$ cat config.mk
export PLATFORM = sky130hd
export DESIGN_NAME = pwm_buffered_channel
export DESIGN_NICKNAME = d
export VERILOG_FILES = /design/src/rtl/pwm_buffered_channel.sv
export SDC_FILE = /design/constraint.sdc
export NUM_CORES = 1
export LEC_CHECK = 0
export BUFFER_PORTS_ARGS = -buffer_cell sky130_fd_sc_hd__buf_4
export CAP_MARGIN = 25
export CELL_PAD_IN_SITES_DETAIL_PLACEMENT = 0
export CELL_PAD_IN_SITES_GLOBAL_PLACEMENT = 1
export CORE_ASPECT_RATIO = 1.5
export CORE_UTILIZATION = 40
export DETAILED_ROUTE_END_ITERATION = 6
export GPL_TIMING_DRIVEN = 1
export PLACE_DENSITY = 0.67
export SETUP_SLACK_MARGIN = 0.2
export SKIP_CTS_REPAIR_TIMING = 1
export SYNTH_ARGS = -nofsm -noshare
export SYNTH_HDL_FRONTEND = slang
export SYNTH_SLANG_ARGS = --single-unit
$ cat constraint.sdc
create_clock -name clk -period 8.2 [get_ports clk]
set_input_delay 1.23 -clock clk [delete_from_list [all_inputs] [get_ports clk]]
set_output_delay 1.23 -clock clk [all_outputs]
set_load 0.02 [all_outputs]
$ cat src/rtl/pwm_buffered_channel.sv
module pwm_buffered_channel #(
  parameter int CNT_W  = 16,
  parameter int ADDR_W = 3
) (
  input  logic              clk,
  input  logic              rst_n,
  input  logic              tick,
  input  logic              wr_en,
  input  logic [ADDR_W-1:0] addr,
  input  logic [CNT_W-1:0]  wdata,
  output logic [CNT_W-1:0]  rdata,
  output logic              pwm_out,
  output logic              irq
);
  localparam logic [ADDR_W-1:0] A_CTRL = ADDR_W'(0);
  localparam logic [ADDR_W-1:0] A_PER  = ADDR_W'(1);
  localparam logic [ADDR_W-1:0] A_WID  = ADDR_W'(2);
  localparam logic [ADDR_W-1:0] A_CNT  = ADDR_W'(3);
  localparam logic [CNT_W-1:0]  ONE    = CNT_W'(1);

  logic             en_q, pol_q, ie_q, flag_q, state_q;
  logic [CNT_W-1:0] per_buf, wid_buf, per_act, wid_act, cnt_q;

  wire wr_ctrl = wr_en && (addr == A_CTRL);
  wire wrap    = en_q && tick && (cnt_q == per_act - ONE);
  wire zero_w  = (wid_act == '0);
  wire full_w  = (per_act != '0) && (wid_act >= per_act);

  always_ff @(posedge clk or negedge rst_n) begin
    if (!rst_n) begin
      en_q    <= 1'b0;
      pol_q   <= 1'b0;
      ie_q    <= 1'b0;
      per_buf <= '0;
      wid_buf <= '0;
    end else begin
      if (wr_ctrl) begin
        en_q  <= wdata[0];
        pol_q <= wdata[1];
        ie_q  <= wdata[2];
      end
      if (wr_en && addr == A_PER) per_buf <= wdata;
      if (wr_en && addr == A_WID) wid_buf <= wdata;
    end
  end

  always_ff @(posedge clk or negedge rst_n) begin
    if (!rst_n) begin
      per_act <= '0;
      wid_act <= '0;
    end else if (!en_q || wrap) begin
      per_act <= per_buf;
      wid_act <= wid_buf;
    end
  end

  always_ff @(posedge clk or negedge rst_n) begin
    if (!rst_n)        cnt_q <= '0;
    else if (!en_q)    cnt_q <= '0;
    else if (wrap)     cnt_q <= '0;
    else if (tick)     cnt_q <= cnt_q + ONE;
  end

  always_ff @(posedge clk or negedge rst_n) begin
    if (!rst_n)                  state_q <= 1'b0;
    else if (!en_q || zero_w)    state_q <= 1'b0;
    else if (full_w)             state_q <= 1'b1;
    else if (cnt_q == '0)        state_q <= 1'b1;
    else if (cnt_q == wid_act)   state_q <= 1'b0;
  end

  always_ff @(posedge clk or negedge rst_n) begin
    if (!rst_n)                     flag_q <= 1'b0;
    else if (wrap)                  flag_q <= 1'b1;
    else if (wr_ctrl && wdata[7])   flag_q <= 1'b0;
  end

  always_comb begin
    rdata = '0;
    case (addr)
      A_CTRL: begin
        rdata[0] = en_q;
        rdata[1] = pol_q;
        rdata[2] = ie_q;
        rdata[7] = flag_q;
      end
      A_PER:   rdata = per_buf;
      A_WID:   rdata = wid_buf;
      A_CNT:   rdata = cnt_q;
      default: rdata = '0;
    endcase
  end

  assign pwm_out = pol_q ^ state_q;
  assign irq     = flag_q & ie_q;
endmodule


==> metrics.csv, run 1 <==
stage,metric,value,unit
worst_hold_path,hold_path_class,register to register,
grt,grt_pass1_vias,3934,
grt,grt_use_total,0.217,
cts,clk_pin_slew_worst_paths,0.07,ns
finish,nFillCells,1195,
placement,dp_slack,3.85,ns
drt,routed_wl,13.2,mm
finish,fin_cells,667,
grt,grt_pass1_wl,21.5,mm
grt,gr-total-overflow,0,
floorplan,start_util,0.408,
sta,rsz0062_at_grt,false,
logic_synthesis,synth_seq_area_share,0.419,
finish,syn2layout_area_growth,13.7,%
sta,fin_skew,0.0109,ns
critical_path,cp_max_fo,19,
logic_synthesis,synth.distinct_cells,56,
drt,drt_iter0_drc,222,
logic_synthesis,synthCells,486,
sta,tightest_slew,0.991,ns
critical_path,cpMostUsedCell,buf_4,
drt,drt-met1-wl,5.88,mm
floorplan,die_area,0.0132,mm2
finish,nets,548,
finish,multi_input_area,0.00271,mm2
critical_path,critical_path_buf_inv_count,2,
finish,regArea,0.00213,mm2
drt,final_antenna_net_count,0,
floorplan,die_y,140,um
floorplan,io_pins,41,
logic_synthesis,yosys_most_used_dff,dfrtp_1,
floorplan,die_x,94.0,um
critical_path,crit_family,simple AND/OR/NAND/NOR gates,
sta,slew_violations,0,
power,ir_worst_vdd,0.152,mV
logic_synthesis,synth.cell_area,0.00508,mm2
placement,numPortBuffers,40,
sta,hold_violations,0,
sta,slew-limit-headroom,0.338,
placement,dp_hpwl,9.83,mm
placement,place_congestion,0.857,
logic_synthesis,ys_ff_latch,85,
flow_run,drv_cap,0,
sta,holdWs,0.513,ns
power,p_leak,2.58,nW
floorplan,placementRows,50,
logic_synthesis,ys_top_cells_by_area,"dfrtp_1, mux2_2, xor2_1, ha_1, o21ai_0",
critical_path,worstSetupStartpointType,input pin,
finish,final_util,0.464,
logic_synthesis,synth_edf_count,0,
logic_synthesis,synthTopCellsByCount,"dfrtp_1, mux2_2, o21ai_0, nor2_1, xor2_1",
cts,cts.sinks,85,
drt,topRoutingLayerUsed,met4,
critical_path,worstPathRequired,6.97,ns
cts,htreeDepth,3,
sta,period_share,0.498,
cts,cts_buffers,9,
placement,placedCellCount,650,
sta,fin_tns_setup,0,ns
logic_synthesis,synth_area_per_cell,10.4,um2
logic_synthesis,yosysWarnings,0,
drt,wl_met3,394,um
cts,cts_tree,built,
logic_synthesis,async_flop_share,1.00,
sta,min_period,4.08,ns
logic_synthesis,synth_top_area_share,0.419,
critical_path,max_stage_delay,0.83,ns
drt,wl_met2,6.64,mm
sta,worst_slack,4.12,ns
critical_path,crit_path_end_kind,output pin,
sta,setup-violations-final,0,
grt,antenna_found_initial,0,
drt,drt_pass1_iterations,4,
sta,fmax,245,MHz
power,power.density,273,mW/mm2
drt,post-route-drc-count,0,
drt,vias_per_cell,5.64,
critical_path,crit_type,input pin to output pin,
critical_path,path_cells,buf_4 -> nor2b_1 -> a22oi_1 -> nor2_1 -> buf_4,
grt,grt_max_degree,48,
floorplan,core,0.0124,mm2
logic_synthesis,synth.net_count,528,
cts,clockRootBuffer,clkbuf_16,
logic_synthesis,synth_top_area_cell,dfrtp_1,
drt,wire_per_inst,19.8,um
finish,final_layout_size_suffix_gt1_frac,0.250,
outcome,outcome,"complete, no violations",
critical_path,cpMaxStageDelayCell,nor2b_1,
critical_path,arrival,2.85,ns
cts,clk_latency,0.34,ns
cts,cts_buffer_depth,2,
finish,diodes,0,
drt,route.vias.total,3761,
logic_synthesis,yosysMostFrequentCell,dfrtp_1,
[flip-flops by register name (all words and copies together) (netlist names)]
signal and count:
cnt_q 16, per_act 16, per_buf 16, wid_act 16, wid_buf 16, en_q 1
flag_q 1, ie_q 1, pol_q 1, state_q 1
[worst reg2reg max path: cells and delay by family, from the launching register on]
family | cells | cell delay (ns)
multiplexers | 1 | 0.39
adder cells (fa/ha/maj) | 1 | 0.28
buffers and inverters | 2 | 0.35
flip-flops | 1 | 0.45
AO/OA/AOI/OAI | 2 | 0.47
AND/OR/NAND/NOR | 4 | 1.83
[power by group]
| part | total, mW | switching, mW | internal [mW] |
|---|---|---|---|
| Clock | 0.421 | 0.166 | 0.254 |
| Combinational | 0.509 | 0.253 | 0.256 |
| Sequential | 0.649 | 0.131 | 0.518 |
[cell families (layout without fill, tap and decap cells)]
kind of cell | count (synthesis) | in the layout | synth area share
AO/OA/AOI/OAI | 93 | 93 | 0.116
XOR/XNOR | 48 | 48 | 0.0828
multiplexers | 66 | 66 | 0.161
adder cells (fa/ha/maj) | 19 | 19 | 0.0468
flip-flops | 85 | 85 | 0.419
AND/OR/NAND/NOR | 117 | 117 | 0.124
buffers and inverters | 58 | 83 | 0.0505
[final timing paths]
path                       slack [ns]  cells after the start                endpoint                   start
max                              4.12                      5               rdata[10]                 addr[0]
min                              0.51                      1      flag_q$_DFFE_PN0P_      flag_q$_DFFE_PN0P_
max reg2reg                      4.32                     10  wid_act[4]$_DFFE_PN0P_  per_act[0]$_DFFE_PN0P_
min reg2reg                      0.51                      1      flag_q$_DFFE_PN0P_      flag_q$_DFFE_PN0P_
max in group asynchronous        6.36                      2    cnt_q[6]$_DFFE_PN0P_                   rst_n
min in group asynchronous        0.85                      1   cnt_q[11]$_DFFE_PN0P_                   rst_n
[through the flow]
step	total power, mW	instance area, um2
floorplan	1.00	5080
global placement	1.15	5430
detailed placement	1.16	5440
CTS	1.58	5750
global route	1.68	5770
finish	1.58	5770
[layout by cell type (no fill, tap or decap), types with 5 or more instances in the layout]
cell / synthesis / layout
xnor2_1: 17 / 17
ha_1: 19 / 19
mux2_4: 8 / 8
a22oi_1: 12 / 12
a21oi_1: 9 / 9
xor2_1: 31 / 31
o21ai_0: 42 / 42
nand3_1: 5 / 5
nor2b_1: 5 / 5
inv_1: 24 / 24
nor4_1: 14 / 14
mux2_2: 53 / 53
nand2_1: 14 / 14
buf_4: 0 / 41
dfrtp_1: 85 / 85
nor3_1: 7 / 7
clkbuf_16: 0 / 9
a21o_1: 8 / 8
nor2_1: 37 / 37
[routing by layer]
metal,vias to the layer above,track usage
met1,1898,0.288
li1,1774,-
met5,-,0
met2,75,0.360
met3,14,0.0293
met4,0,0.0761
[area by class of cell]
type | count | area share
tap | 156 | 0.0338
clock buffer | 12 | 0.0444
sequential | 85 | 0.368
clock inverter | 4 | 0.00954
timing repair buffer | 43 | 0.0587
multi-input combinational | 343 | 0.469
inverter | 24 | 0.0156
Note: power is estimated with default switching activity, not from simulation.
==> run 2, diff against run 1 <==
--- a/config.mk
+++ b/config.mk
@@ -5,6 +5,7 @@
 export SDC_FILE = /design/constraint.sdc
 export NUM_CORES = 1
 export LEC_CHECK = 0
+export ABC_AREA = 1
 export BUFFER_PORTS_ARGS = -buffer_cell sky130_fd_sc_hd__buf_4
 export CAP_MARGIN = 25
 export CELL_PAD_IN_SITES_DETAIL_PLACEMENT = 0
@@ -13,7 +14,7 @@
 export CORE_UTILIZATION = 40
 export DETAILED_ROUTE_END_ITERATION = 6
 export GPL_TIMING_DRIVEN = 1
-export PLACE_DENSITY = 0.67
+export PLACE_DENSITY = 0.71
 export SETUP_SLACK_MARGIN = 0.2
 export SKIP_CTS_REPAIR_TIMING = 1
 export SYNTH_ARGS = -nofsm -noshare
==> constraint.sdc (replaced) <==
create_clock -name clk -period 4.2 [get_ports clk]
set_input_delay 0.63 -clock clk [delete_from_list [all_inputs] [get_ports clk]]
set_output_delay 0.63 -clock clk [all_outputs]
set_load 0.02 [all_outputs]
==> run 2 against run 1 <==
- clock-buffer cell count fell by 2
- setup slack got worse by 2.8 ns
- synthesized area rose by 3.1%
- critical path depth rose by 9
- global-route usage rose by 1.3 points
- cell area rose by 2.1%
- routed wire length rose by 10%
- clock power rose by 81%
- critical endpoint is now per_act[12]$_DFFE_PN0P_
- highest routed layer unchanged
==> metrics.csv, run 2 <==
stage,metric,value,unit
outcome,outcome,"complete, no violations",
logic_synthesis,async_flop_share,1.00,
floorplan,placementRows,50,
drt,drt_iter0_drc,405,
critical_path,r2r_setup_slack,1.31,ns
critical_path,cpMaxStageDelayCell,nand2_4,
logic_synthesis,synth.net_count,759,
logic_synthesis,yosysMostFrequentCell,nand2_1,
logic_synthesis,yosysWarnings,0,
sta,rsz0062_at_grt,false,
grt,grt_use_total,0.231,
critical_path,cpMostUsedCell,nand2_1,
finish,diodes,0,
power,internal_power,1.79,mW
cts,clk_pin_slew_worst_paths,0.06,ns
finish,nets,786,
drt,wire_per_inst,16.1,um
drt,vias_per_cell,5.19,
finish,nFillCells,1308,
logic_synthesis,synth_top_area_share,0.406,
cts,cts.sinks,85,
logic_synthesis,synth.distinct_cells,35,
sta,hold_violations,0,
flow_run,drv_cap,0,
power,switching_share,0.387,
sta,period_share,0.689,
finish,final_common_cell,nand2_1,
sta,slew_violations,0,
drt,post-route-drc-count,0,
logic_synthesis,synth_edf_count,0,
logic_synthesis,ys_ff_latch,85,
floorplan,die_area,0.0136,mm2
finish,final_cell_mix,"nand2_1, dfrtp_1, inv_1",
finish,fin_cells,904,
critical_path,crit_type,register to register,
critical_path,crit_family,simple AND/OR/NAND/NOR gates,
logic_synthesis,synthCells,717,
cts,cts_buffers,9,
sta,fin_skew,0.00817,ns
cts,clk_latency,0.34,ns
placement,numPortBuffers,40,
finish,syn2layout_area_growth,12.6,%
critical_path,critical_path_buf_inv_count,1,
grt,grt_max_degree,61,
drt,drt_pass1_iterations,4,
cts,cts_buffer_depth,2,
grt,grt_pass1_wl,23.4,mm
sta,tightest_slew,0.926,ns
placement,place_congestion,0.851,
floorplan,die_y,142,um
critical_path,max_stage_delay,0.54,ns
logic_synthesis,synthTopCellsByCount,"nand2_1, dfrtp_1, inv_1, nand3_1, nor2_1",
power,ir_worst_vdd,0.290,mV
logic_synthesis,synth.cell_area,0.00523,mm2
logic_synthesis,synth_area_per_cell,7.30,um2
critical_path,cp_max_fo,46,
worst_hold_path,hold_path_class,input pin to async pin,
drt,final_antenna_net_count,0,
cts,clockRootBuffer,clkbuf_16,
sta,slew-limit-headroom,0.381,
cts,htreeDepth,3,
sta,fin_tns_setup,0,ns
logic_synthesis,yosys_most_used_dff,dfrtp_1,
finish,final_layout_size_suffix_gt1_frac,0.0963,
cts,cts_tree,built,
power,power.density,497,mW/mm2
drt,route.vias.total,4688,
logic_synthesis,ys_top_cells_by_area,"dfrtp_1, nand2_1, nand3_1, inv_1, o21ai_0",
power,power_switching,1.13,mW
power,p_seq_frac,0.408,
drt,routed_wl,14.5,mm
floorplan,start_util,0.414,
critical_path,path_cells,inv_1 -> ha_1 -> nand2_2 -> nor2_4 -> or2_1 -> nand2_1 -> nand2_1 -> nor2_1 -> nand2_1 -> nor2_2 -> nand3_4 -> nand2_4 -> nand2_1 -> nand2_1,
grt,grt_pass1_vias,4495,
critical_path,worstPathRequired,4.48,ns
floorplan,die_x,95.4,um
grt,antenna_found_initial,0,
sta,min_period,2.89,ns
critical_path,arrival,3.17,ns
placement,placedCellCount,889,
finish,final_util,0.466,
power,p_clk_frac,0.260,
floorplan,core,0.0126,mm2
placement,dp_hpwl,11.2,mm
grt,gr-total-overflow,0,
power,p_leak,2.96,nW
critical_path,worstSetupStartpointType,register,
critical_path,crit_path_end_kind,register,
sta,setup-violations-final,0,
logic_synthesis,synth_seq_area_share,0.406,
sta,fmax,346,MHz
floorplan,io_pins,41,
power,comb_power_share,0.332,
logic_synthesis,synth_top_area_cell,dfrtp_1,
run 2: cell types whose count changed after synthesis, moves of 10 or more:
cell / previous run / this run
nand2_1: 14 / 241
nand3_1: 5 / 61
mux2_2: 53 / 0
inv_1: 24 / 72
clkbuf_1: 24 / 10
nor2_1: 37 / 51
o211ai_1: 1 / 14
a22oi_1: 12 / 1
xor2_1: 31 / 21
run 2: layout make-up:
cell class                 count  area (um2)  share of cell area
clock inverter                 5        52.6             0.00892
sequential                    85        2130               0.361
inverter                      75         282              0.0478
multi-input combinational    531        2690               0.457
clock buffer                  10         229              0.0389
timing repair buffer          42         315              0.0535
tap                          156         195              0.0331
run 2: kinds of logic after synthesis:
family                     share of synthesized area
AOI/OAI and AO/OA                             0.0849
xor gates and xnor gates                      0.0569
adders and majority gates                     0.0454
buffers and inverters                         0.0791
DFF                                            0.406
and+or+nand+nor                                0.327
run 2: worst paths after layout:
check	depth (start not counted)	endpoint	startpoint
max in group asynchronous	2	wid_act[5]$_DFFE_PN0P_	rst_n
setup reg to reg	14	per_act[12]$_DFFE_PN0P_	per_act[0]$_DFFE_PN0P_
setup / recovery	14	per_act[12]$_DFFE_PN0P_	per_act[0]$_DFFE_PN0P_
min in group clk	2	wid_act[8]$_DFFE_PN0P_	wid_buf[8]$_DFFE_PN0P_
hold / removal	1	wid_buf[14]$_DFFE_PN0P_	rst_n
hold reg to reg	2	wid_act[8]$_DFFE_PN0P_	wid_buf[8]$_DFFE_PN0P_
run 2: routing by layer:
metal,global-route usage,part of all wire,routed length [um]
met2,0.365,0.48,6950
met3,0.0256,0.031,458
met5,0,0,0
met1,0.315,0.46,6650
met4,0.103,0.034,492
run 2: power groups by stage:
stage / sequential, mW / clock, mW / combinational, mW
floorplan: 1.11 / 0 / 0.741
CTS: 1.19 / 0.777 / 0.981
global placement: 1.20 / 0 / 0.954
global route: 1.22 / 0.802 / 1.12
detailed placement: 1.20 / 0 / 0.976
finish: 1.19 / 0.761 / 0.973
run 2: metrics by stage:
| step | total power [mW] | hold slack (ns) | cell area, um2 | setup slack (ns) |
|---|---|---|---|---|
| 2_1_floorplan | 1.86 | 0.334 | 5230 | 2.07 |
| 3_3_place_gp | 2.15 | 0.487 | 5610 | 1.33 |
| 3_5_place_dp | 2.18 | 0.490 | 5610 | 1.30 |
| 4_1_cts | 2.95 | 0.397 | 5890 | 1.30 |
| 5_1_grt | 3.13 | 0.433 | 5890 | 0.998 |
| 6_report | 2.93 | 0.364 | 5890 | 1.31 |
==> run 3, diff against run 2 <==
--- a/config.mk
+++ b/config.mk
@@ -14,7 +14,7 @@
 export CORE_UTILIZATION = 40
 export DETAILED_ROUTE_END_ITERATION = 6
 export GPL_TIMING_DRIVEN = 1
-export PLACE_DENSITY = 0.71
+export PLACE_DENSITY = 0.74
 export SETUP_SLACK_MARGIN = 0.2
 export SKIP_CTS_REPAIR_TIMING = 1
 export SYNTH_ARGS = -nofsm -noshare
==> constraint.sdc (replaced) <==
create_clock -name clk -period 2.6 [get_ports clk]
set_input_delay 0.39 -clock clk [delete_from_list [all_inputs] [get_ports clk]]
set_output_delay 0.39 -clock clk [all_outputs]
set_load 0.02 [all_outputs]
==> run 3 against run 2 <==
- sequential power grew 61%
- via count is 1.8% higher
- first-iteration DRC count fell by 10%
- combinational power up 68%
- critical endpoint is now per_act[8]$_DFFE_PN0P_
- critical path depth is the same
- highest routed layer unchanged
- power rose by 65%
- largest cell class unchanged
- critical path type unchanged
==> metrics.csv, run 3 (synthesis results as in run 2) <==
stage,metric,value,unit
placement,numPortBuffers,40,
cts,clockRootBuffer,clkbuf_16,
critical_path,crit_start,per_act[8]$_DFFE_PN0P_,
drt,post-route-drc-count,0,
critical_path,cp_max_fo,23,
drt,drt_pass1_iterations,4,
grt,grt_pass1_wl,24.4,mm
critical_path,crit_path_end_kind,register,
power,ir_worst_vdd,0.436,mV
floorplan,die_area,0.0136,mm2
grt,antenna_found_initial,0,
critical_path,worstPathRequired,2.87,ns
sta,setup-violations-final,0,
cts,cts_buffers,9,
finish,final_layout_size_suffix_gt1_frac,0.109,
flow_run,drv_cap,0,
critical_path,worstSetupStartpointType,register,
drt,vias_per_cell,5.22,
critical_path,crit_type,register to register,
sta,hold_violations,0,
floorplan,placementRows,50,
cts,cts_buffer_depth,2,
grt,grt_pass1_vias,4776,
finish,final_cell_mix,"nand2_1, dfrtp_1, inv_1",
sta,fin_skew,0.00907,ns
sta,tightest_slew,0.613,ns
finish,nets,796,
grt,grt_max_degree,47,
sta,fin_tns_setup,0,ns
worst_hold_path,hold_path_class,input pin to async pin,
placement,place_congestion,0.868,
sta,slew-limit-headroom,0.587,
cts,clk_pin_slew_worst_paths,0.06,ns
floorplan,core,0.0126,mm2
drt,drt_iter0_drc,363,
sta,min_period,2.24,ns
drt,routed_wl,14.8,mm
power,p_leak,3.03,nW
placement,dp_hpwl,11.2,mm
critical_path,r2r_start,per_act[8]$_DFFE_PN0P_,
sta,worst_slack,0.358,ns
sta,slew_violations,0,
cts,htreeDepth,3,
sta,rsz0062_at_grt,false,
floorplan,start_util,0.414,
drt,wire_per_inst,16.2,um
finish,syn2layout_area_growth,15.5,%
floorplan,io_pins,41,
placement,dp_slack,0.313,ns
outcome,outcome,"complete, no violations",
grt,grt_use_total,0.238,
grt,gr-total-overflow,0,
floorplan,die_y,142,um
critical_path,arrival,2.52,ns
finish,diodes,0,
finish,final_common_cell,nand2_1,
cts,cts_tree,built,
power,power.density,798,mW/mm2
sta,period_share,0.862,
cts,clk_latency,0.34,ns
drt,final_antenna_net_count,0,
cts,cts.sinks,85,
sta,fmax,446,MHz
finish,nFillCells,1304,
floorplan,die_x,95.4,um
drt,route.vias.total,4773,
-- run 3: path summary, 6_finish.rpt --
kind / cells past startpoint / end / slack [ns]
worst min-delay path: 1 / pol_q$_DFFE_PN0P_ / 0.04
worst max register to register: 14 / per_act[8]$_DFFE_PN0P_ / 0.36
worst min register to register: 2 / wid_act[6]$_DFFE_PN0P_ / 0.50
min in group clk: 3 / wid_buf[8]$_DFFE_PN0P_ / 0.32
worst max-delay path: 14 / per_act[8]$_DFFE_PN0P_ / 0.36
max in group asynchronous: 2 / per_buf[9]$_DFFE_PN0P_ / 1.91
-- run 3: layout make-up --
cell class / count / area, um2 / area share
inverter: 75 / 282 / 0.0466
clock buffer: 13 / 250 / 0.0414
multi-input combinational: 531 / 2700 / 0.446
clock inverter: 3 / 45.0 / 0.00745
tap: 156 / 195 / 0.0323
timing repair buffer: 52 / 445 / 0.0737
sequential: 85 / 2130 / 0.352
-- run 3: critical path, stage by stage, from the launching register on --
cell	delay, ns
dfrtp_1	0.45
nor2_2	0.33
nand2_1	0.16
nor2_2	0.17
nand2_1	0.07
nand2_1	0.07
nand3_1	0.07
nand2_1	0.11
nand2_1	0.07
nor2_2	0.13
nand3_4	0.12
nand2_4	0.10
clkbuf_16	0.21
nand2_1	0.07
nand2_1	0.05
-- run 3: per-layer routing --
layer,GRT usage,wire [um],up-vias,share of wire
met3,0.0326,632,40,0.043
li1,-,-,2372,-
met2,0.376,7070,128,0.48
met4,0.117,614,0,0.041
met1,0.317,6490,2233,0.44
met5,0,0,-,0
-- run 3: metrics by stage --
stage	hold slack, ns	power [mW]	utilization	cells	cell area [um2]
floorplan	0.0944	3.00	-	717	5230
global placement	0.419	3.50	0.452	898	5720
detailed placement	0.411	3.54	0.452	898	5720
CTS	0.0480	4.83	0.476	914	6010
global route	0.0703	5.18	0.478	915	6040
finish	0.0365	4.82	0.478	915	6040
-- run 3: where the power goes --
part	internal [mW]	total (mW)	leakage [nW]	switching, mW
sequential	1.57	1.91	1.10	0.338
combinational	0.635	1.63	1.80	0.990
clock	0.772	1.28	0.136	0.512
